`config.mk`:
```
export PLATFORM = sky130hd
export DESIGN_NAME = sram_ctl
export DESIGN_NICKNAME = d
export VERILOG_FILES = /design/src/rtl/sram_ctl.sv
export SDC_FILE = /design/constraint.sdc
export NUM_CORES = 1
export LEC_CHECK = 0
export ABC_AREA = 1
export BUFFER_PORTS_ARGS = -buffer_cell sky130_fd_sc_hd__buf_4
export CELL_PAD_IN_SITES_DETAIL_PLACEMENT = 1
export CELL_PAD_IN_SITES_GLOBAL_PLACEMENT = 2
export CORE_MARGIN = 2
export CORE_UTILIZATION = 26
export CTS_CLUSTER_DIAMETER = 80
export DETAILED_ROUTE_END_ITERATION = 6
export HOLD_SLACK_MARGIN = 0.03
export PLACE_DENSITY_LB_ADDON = 0.1
export SLEW_MARGIN = 20
export SYNTH_ARGS = -nofsm -noshare
export SYNTH_HDL_FRONTEND = slang
export SYNTH_SLANG_ARGS = --single-unit
export TNS_END_PERCENT = 30
```
`constraint.sdc`:
```
create_clock -name clk -period 1.5 [get_ports clk]
set_clock_uncertainty 0.1 [all_clocks]
set_input_delay 0.075 -clock clk [delete_from_list [all_inputs] [get_ports clk]]
set_output_delay 0.075 -clock clk [all_outputs]
set_load 0.01 [all_outputs]
```
`src/rtl/sram_ctl.sv`:
```
module sram_ctl #(
  parameter int ADDR_W   = 17,
  parameter int DATA_W   = 24,
  parameter int CLK_NS   = 10,
  parameter int T_RC_NS  = 10,
  parameter int T_PWE_NS = 8,
  parameter int T_AW_NS  = 8,
  parameter int T_SD_NS  = 5
) (
  input  logic              clk,
  input  logic              rst_n,
  input  logic              req_valid,
  output logic              req_ready,
  input  logic              req_write,
  input  logic [ADDR_W-1:0] req_addr,
  input  logic [DATA_W-1:0] req_wdata,
  output logic              rsp_valid,
  output logic [DATA_W-1:0] rsp_rdata,
  output logic [ADDR_W-1:0] mem_addr,
  output logic              mem_sel_a_n,
  output logic              mem_sel_b_n,
  output logic              mem_sel_c,
  output logic              mem_oe_n,
  output logic              mem_we_n,
  output logic [DATA_W-1:0] mem_dq_out,
  output logic              mem_dq_oe,
  input  logic [DATA_W-1:0] mem_dq_in
);

  function automatic int to_cyc(input int ns);
    int c;
    c = (ns + CLK_NS - 1) / CLK_NS;
    return (c < 1) ? 1 : c;
  endfunction

  localparam int WR_NS_A = (T_PWE_NS > T_AW_NS) ? T_PWE_NS : T_AW_NS;
  localparam int WR_NS   = (WR_NS_A > T_SD_NS) ? WR_NS_A : T_SD_NS;
  localparam int RD_CYC  = to_cyc(T_RC_NS);
  localparam int WR_CYC  = to_cyc(WR_NS);
  localparam int MAX_CYC = (RD_CYC > WR_CYC) ? RD_CYC : WR_CYC;
  localparam int CNT_W   = $clog2(MAX_CYC + 1);
  localparam logic [CNT_W-1:0] RD_LAST = CNT_W'(RD_CYC - 1);
  localparam logic [CNT_W-1:0] WR_LAST = CNT_W'(WR_CYC - 1);

  typedef enum logic [2:0] {S_IDLE, S_READ, S_TURN, S_STRB, S_HOLD} state_t;

  state_t            st;
  logic [CNT_W-1:0]  cnt;
  logic [ADDR_W-1:0] addr_q;
  logic [DATA_W-1:0] wdata_q;
  logic              last_rd;
  logic              sel;

  always_ff @(posedge clk or negedge rst_n) begin
    if (!rst_n) begin
      st        <= S_IDLE;
      cnt       <= '0;
      addr_q    <= '0;
      wdata_q   <= '0;
      last_rd   <= 1'b0;
      rsp_valid <= 1'b0;
      rsp_rdata <= '0;
    end else begin
      rsp_valid <= 1'b0;
      case (st)
        S_IDLE: if (req_valid) begin
          addr_q  <= req_addr;
          wdata_q <= req_wdata;
          cnt     <= '0;
          if (!req_write)   st <= S_READ;
          else if (last_rd) st <= S_TURN;
          else              st <= S_STRB;
        end
        S_READ: if (cnt == RD_LAST) begin
          rsp_rdata <= mem_dq_in;
          rsp_valid <= 1'b1;
          last_rd   <= 1'b1;
          st        <= S_IDLE;
        end else begin
          cnt <= cnt + 1'b1;
        end
        S_TURN: begin
          cnt <= '0;
          st  <= S_STRB;
        end
        S_STRB: begin
          last_rd <= 1'b0;
          if (cnt == WR_LAST) st <= S_HOLD;
          else                cnt <= cnt + 1'b1;
        end
        S_HOLD:  st <= S_IDLE;
        default: st <= S_IDLE;
      endcase
    end
  end

  assign sel         = (st == S_READ) || (st == S_STRB);
  assign req_ready   = (st == S_IDLE);
  assign mem_sel_a_n = !sel;
  assign mem_sel_b_n = !sel;
  assign mem_sel_c   = sel;
  assign mem_oe_n    = (st != S_READ);
  assign mem_we_n    = (st != S_STRB);
  assign mem_dq_oe   = (st == S_STRB) || (st == S_HOLD);
  assign mem_dq_out  = wdata_q;
  assign mem_addr    = addr_q;

endmodule

```
### Word level (Yosys, flattened, before mapping)

Cells that the tools add are included.

| cells by class | value |
|---|---|
| reductions and logical operators | 12 |
| eq/ne operators | 9 |
| add/sub/neg operators | 1 |
| multiplexer cells | 13 |
| bitwise logic cells | 1 |

Operator list:

| cell | number |
|---|---|
| $pmux 3 s4 | 1 |
| $mux 3 | 3 |
| $reduce_and 2->1 | 4 |
| $eq 3x2->1 const B | 2 |
| $mux 1 | 6 |
| $ne 2x2->1 const B | 3 |
| $eq 3x1->1 const B | 1 |
| $eq 3x3->1 const B | 1 |
| $logic_not 3->1 | 1 |
| $ne 3x1->1 const B | 1 |
| $ne 3x2->1 const B | 1 |
| $pmux 1 s3 | 1 |
| $reduce_and 3->1 | 1 |
| $reduce_bool 3->1 | 1 |
| $logic_or 1x1->1 | 2 |
| $mux 2 | 1 |
| $pmux 1 s2 | 1 |
| $reduce_bool 2->1 | 1 |
| $reduce_or 2->1 | 1 |
| $add 1x1->1 const B | 1 |
| $logic_not 1->1 | 1 |
| $not 1->1 | 1 |

| word-level totals | value |
|---|---|
| bits of input ports | 69 |
| flip-flop bits (word level) | 71 |
| word-level logic and storage cells | 43 |

### Logic depth before layout (Yosys ltp)

Gate-level depths: netlist (run 1).

| logic depth | value |
|---|---|
| depth in word-level cells | 4 |
| depth in mapped cells | 6 |
| depth with buffers taken out | 5 |

### Worst setup path after synthesis (run 1)

Ideal clock, no wire load.

| timing | value |
|---|---|
| kind | flip-flop to output port |
| start | register st[2] |
| end | output mem_sel_b_n |
| data arrival time | 1.141 ns |
| cell stages (with the launch flop) | 6 |
| path slack | 0.184 ns |
| cell sequence | dfrtp_1 -> inv_1 -> nand3_1 -> nand2_1 -> inv_1 -> buf_4 |

| on the way | value |
|---|---|
| word-level cells in the longest chain between the ends | 3 |

Ends and longest elaborated chain:

| element | RTL line | source |
|---|---|---|
| from (decl) | 47 | `state_t st;` |
| from (signal assigned) | 56 | `st <= S_IDLE;` |
| from (signal assigned) | 70 | `if (!req_write) st <= S_READ;` |
| from (signal assigned) | 71 | `else if (last_rd) st <= S_TURN;` |
| $eq 3x1->1 / $eq 3x2->1 (equally long branches) | 97 | `assign sel = (st == S_READ) \|\| (st == S_STRB);` |
| $logic_or 1x1->1 (*) | 97 |  |
| named net mem_sel_c | 22 | `output logic mem_sel_c,` |
| $logic_not 1->1 (*) | - |  |
| to (decl) | 21 | `output logic mem_sel_b_n,` |

The timed path passes the listed nets; every way through them passes the cells marked *.

### Worst setup path in the final report (run 1)

| timing | value |
|---|---|
| start | register st[1] |
| end | output mem_dq_oe |

| on the way | value |
|---|---|
| word-level cells in the longest chain between the ends | 2 |

Ends and longest elaborated chain:

| element | RTL line | source |
|---|---|---|
| $eq 3x2->1 / $eq 3x3->1 (equally long branches) | 104 | `assign mem_dq_oe = (st == S_STRB) \|\| (st == S_HOLD);` |
| $logic_or 1x1->1 (*) | 104 |  |
| to (decl) | 26 | `output logic mem_dq_oe,` |

Mark *: on every way between the ends. The rest lies on a longest branch, timed or not.

==> results of run 1 <==
## tightest hold or removal path, stage by stage
cell and delay (ns):
dlygate4sd3_1 0.52, buf_4 0.11, buf_12 0.29
## registers in the layout, indices dropped and copies added (netlist names)
| register | count |
|---|---|
| mem_dq_out | 24 |
| rsp_rdata | 24 |
| mem_addr | 17 |
| st | 3 |
| last_rd | 1 |
| rsp_valid | 1 |
## timing repair
action                                  CTS  global route
gates resized for setup                   5             5
endpoints found under the hold margin   137             0
hold buffers                             68             0
setup buffers                             2             1
endpoints found under the setup margin    5            35
pin swaps                                 1             0
cloned                                    0             1
## synthesized netlist by cell type
master      n  area [sq um]
nand2_4     1          11.3
nor2_4      1          11.3
inv_4       1          6.26
buf_4       1          7.51
nand3_1     3          15.0
o211ai_1    1          7.51
buf_2       2          10.0
o21ai_2    41           359
dfrtp_1    70          1750
buf_6      10           113
nand3_4     1          17.5
nand2_1   124           465
inv_2       1          3.75
nor2_1      4          15.0
inv_1      46           173
## through the flow
| step | power [mW] | hold WS (ns) | area, sq um | util (%) |
|---|---|---|---|---|
| detailed placement | 7.78 | 0.0222 | 4160 | 36.9 |
| global placement | 7.68 | 0.0293 | 4160 | 36.9 |
| finish | 9.98 | 0.174 | 5190 | 46.0 |
| CTS | 10.0 | 0.225 | 5140 | 45.6 |
| floorplan | 5.71 | -0.321 | 2970 | - |
| global route | 10.8 | 0.269 | 5190 | 46.0 |
## metal layers
metal	track usage [%]	vias to the layer above	share of wire, %
li1	-	1349	-
met4	5.75	0	1.5
met3	4.48	9	7.0
met2	22.6	92	47
met5	0	-	0
met1	18.3	1252	45
## cells by family after synthesis
group,synth area share [%]
compound gates,12.4
flops,59.0
simple gates,18.1
buf+inv,10.5
## cell type report
type / count / area, sq um / share of cell area (%)
Multi-Input combinational cell: 176 / 930 / 17.9
Inverter: 48 / 183 / 3.52
Timing Repair Buffer: 218 / 1880 / 36.2
Tap cell: 143 / 179 / 3.45
Clock buffer: 14 / 264 / 5.09
Clock inverter: 1 / 5.00 / 0.0964
Sequential cell: 70 / 1750 / 33.8
## power by group through the flow
stage | registers, mW | clock network, mW | logic [mW]
3_3_place_gp | 3.32 | 0 | 4.35
4_1_cts | 3.34 | 2.02 | 4.66
3_5_place_dp | 3.35 | 0 | 4.43
5_1_grt | 3.48 | 2.11 | 5.19
2_1_floorplan | 3.71 | 0 | 2.00
6_report | 3.35 | 1.95 | 4.68
## path summary, 6_finish.rpt
kind,startpoint,end,slack (ns)
max,st[1]$_DFFE_PN0P_,mem_dq_oe,0.02
min,rst_n,mem_addr[9]$_DFFE_PN0P_,0.17
max reg2reg,st[1]$_DFFE_PN0P_,mem_dq_out[2]$_DFFE_PN0P_,0.05
min reg2reg,last_rd$_DFFE_PN0N_,last_rd$_DFFE_PN0N_,0.37
max in group asynchronous,rst_n,last_rd$_DFFE_PN0N_,0.77
min in group clk,last_rd$_DFFE_PN0N_,last_rd$_DFFE_PN0N_,0.37
==> flow_summary.toml, run 1 <==
[outcome]
outcome = "finished, final reports clean"

[cts]
cts.sinks = 70
clock_path_buffers = 2
cts_tree = "done"
worstSkewPairLatency_ns = 0.32
cts-root-buf = "clkbuf_16"
cts_made_buffers = 9
ctsHtreeMaxLevel = 3
clk_pin_slew_ns = 0.05

[finish]
final_common_cell = "buf_4"
final_cell_mix = "buf_4 (144), nand2_1 (118), dfrtp_1 (70)"
drive_gt1_share_pct = 41.0
antenna_cells = 0
area_delta_synth_final_pct = 74.9
fin_cells = 670
layout.nets = 592
fill_cells = 1265

[global_routing]
grt_max_degree = 71
grt_pass1_wl_microns = 14200
grt_pass1_vias = 2892
grt_overflow_total = 0
antenna_found_initial = 0
grt.total_usage_pct = 14.3

[floorplan]
die_area_sq_um = 12300
ios = 142
initial_core_util_pct = 26.3
core_area_sq_um = 11300
dieHeight_microns = 111
die_x_microns = 111
rows = 39

[sta]
tightest_slew_ns = 0.413
rsz0062_at_grt = "true"
fin_crit_sh_pct = 98.4
fmax_mhz = 677
slew_viol_final = 0
hold_violations = 0
timing.final.crit_period_ns = 1.48
fin_ws_ns = 0.0234
final.setup.tns_ns = 0
setup_viol = 0
relSlewSlack_pct = 72.5

[synth]
syn_area_per_cell_sq_um = 9.66
syn_nets = 376
synth.distinct_cells = 15
netlist_instances = 307
ys_seq_elements = 70
yosysSeqAreaShare_pct = 59.0
ys_warn_count = 0
syn-cell-area_sq_um = 2970

[critical_path]
cpMaxStageDelayCell = "dfrtp_1"
worstRegToRegCells = 7
crit_type = "reg -> out"
cp.required_ns = 1.32
crit_arrival_ns = 1.30
cp.depth = 5
startpoint_type = "flop"
crit_chain = "buf_4 > nor2_1 > nand2_1 > nand2_1 > buf_4"
path_buf_inv = 2
cp_max_fo = 5
cpLargestDelayFamily = "flip-flops"
slowest_delay_ns = 0.41
cp-end-kind = "primary output"

[detailed_routing]
drtIter0Drc = 83
wl_microns = 8420
viasPerCell = 4.03
drc_errors = 0
antenna_left = 0
num_vias = 2702
wire_per_inst_microns = 12.6
firstDrtPassIters = 4

[placed_design]
dp_hpwl_microns = 5310
dp_cells = 583
post-place-ws_ns = 0.192
port_buffers = 141
globalplace.congestion = 0.711

[pwr]
clkPwrFrac_pct = 19.5
swShare_pct = 36.4
ir_drop_mv = 0.635
internal_power_mw = 6.34
p_leak_nw = 2.79
power.density_nw_per_um2 = 1920
p_switching_mw = 3.63
p_comb_share_pct = 46.9
seqPwrFrac_pct = 33.5

[worst_hold_path]
hold_class = "in -> async"

[run]
cap_violations = 0
Power figures use the tool's default switching activity.
==> run 2: changes to the inputs <==
GPL_ROUTABILITY_DRIVEN = 0   (was unset)
SETUP_SLACK_MARGIN = 0.4   (was unset)
==> flow_summary.toml, run 2 (synthesis gave the netlist of run 1 again) <==
[detailed_routing]
wl_microns = 8950
num_vias = 2819
firstDrtPassIters = 4
drc_errors = 0
viasPerCell = 4.14
drtIter0Drc = 74
wire_per_inst_microns = 13.1
antenna_left = 0

[global_routing]
grt.total_usage_pct = 13.9
grt_pass1_vias = 2905
grt_max_degree = 75
grt_pass1_wl_microns = 13900
antenna_found_initial = 0
grt_overflow_total = 0

[placed_design]
post-place-ws_ns = 0.118
dp_hpwl_microns = 5570
dp_cells = 585
port_buffers = 141
placed_area_sq_um = 4160

[critical_path]
crit_chain = "nor2_4 > buf_4 > nand3_4 > clkbuf_16 > nand2_1 > o21ai_2"
crit_arrival_ns = 1.54
slowest_delay_ns = 0.42
cp.required_ns = 1.61
cp-end-kind = "flop"
reg2reg_slack_ns = 0.07
path_buf_inv = 2
cp_max_fo = 18
r2r-end = "mem_addr[4]$_DFFE_PN0P_"
cpLargestDelayFamily = "flip-flops"
r2r_start = "st[1]$_DFFE_PN0P_"
worstRegToRegCells = 6
startpoint_type = "flop"
crit_type = "reg -> reg"
cpMaxStageDelayCell = "dfrtp_2"

[sta]
whs_ns = 0.122
relSlewSlack_pct = 74.9
rsz0062_at_grt = "true"
tightest_slew_ns = 0.377
setup_viol = 0
fin_ws_ns = 0.0746
slew_viol_final = 0
timing.final.crit_period_ns = 1.43
hold_violations = 0
fin_crit_sh_pct = 95.0
fmax_mhz = 702
final.setup.tns_ns = 0

[cts]
ctsHtreeMaxLevel = 3
cts.sinks = 70
cts_made_buffers = 9
clk_pin_slew_ns = 0.06
cts_tree = "done"
clock_path_buffers = 2
worstSkewPairLatency_ns = 0.33
cts-root-buf = "clkbuf_16"

[finish]
layout.nets = 602
final_common_cell = "buf_4"
drive_gt1_share_pct = 42.4
multi_input_area_sq_um = 922
fin_area_sq_um = 5330
regArea_sq_um = 1750
antenna_cells = 0
fin_cells = 681
fill_cells = 1288
area_delta_synth_final_pct = 79.8
final_cell_mix = "buf_4 (154), nand2_1 (122), dfrtp_1 (69)"

[run]
cap_violations = 0

[floorplan]
ios = 142
die_area_sq_um = 12300
dieHeight_microns = 111
initial_core_util_pct = 26.3
core_area_sq_um = 11300
rows = 39
die_x_microns = 111

[pwr]
ir_drop_mv = 0.840
power.density_nw_per_um2 = 1990
p_leak_nw = 2.86

[worst_hold_path]
hold_class = "in -> async"

[outcome]
outcome = "finished, final reports clean"
## run 2: cell types whose count changed in the layout (fill, tap and decap cells not counted), moves of 3 or more
cell	delta
nand2_1	+4
nand2_2	-4
buf_4	+10
bufinv_16	+3
buf_12	-3
## run 2: where the power goes
part	internal [mW]	switching [mW]
logic	2.43	2.44
clock network	1.62	0.799
registers	2.81	0.513
## run 2: worst max-delay path by stage
stage | start | to | slack [ns] | cells after the start
after global routing | st[1]$_DFFE_PN0P_ | mem_dq_out[0]$_DFFE_PN0P_ | 0.003 | 6
after floorplan | st[1]$_DFFE_PN0P_ | mem_addr[0]$_DFFE_PN0P_ | 0.26 | 5
after CTS | st[1]$_DFFE_PN0P_ | mem_sel_b_n | 0.06 | 5
after detailed placement | st[1]$_DFFE_PN0P_ | mem_addr[2]$_DFFE_PN0P_ | 0.12 | 5
final | st[1]$_DFFE_PN0P_ | mem_addr[4]$_DFFE_PN0P_ | 0.07 | 6
after global placement | st[1]$_DFFE_PN0P_ | mem_dq_out[3]$_DFFE_PN0P_ | 0.16 | 5
## run 2: per-stage QoR
step	power, mW	utilization [%]
after global placement	7.62	36.9
after floorplan	5.73	-
after detailed placement	7.72	36.9
after global routing	11.4	47.3
after CTS	10.6	46.6
final	10.6	47.3
## run 2: cell type report
class,instances,area share [%]
well taps,143,3.36
clock buffers,10,4.29
repair buffers,228,36.7
multi-input cells,176,17.3
clock inverters,6,2.06
flip-flops and latches,70,32.9
inverters,48,3.43
## run 2: worst reg2reg max path, cell delays in order (launching register included)
cell and delay [ns]:
dfrtp_2 0.42, nor2_4 0.15, buf_4 0.14, nand3_4 0.14
clkbuf_16 0.24, nand2_1 0.08, o21ai_2 0.05
## run 2: per-layer routing
metal / global-route usage, % / share of wire (%) / vias up
li1: - / - / 1373
met1: 18.0 / 45 / 1345
met2: 22.0 / 47 / 93
met3: 3.94 / 6.3 / 8
met4: 6.00 / 1.4 / 0
met5: 0 / 0 / -
## run 2: what timing repair did
action                                  4_1_cts  5_1_grt
pin swaps                                     3        0
hold buffers                                 68        0
resized for setup                             6        1
cloned                                        0        3
setup buffers                                 7        2
endpoints found under the hold margin       137        0
endpoints found under the setup margin       76       76
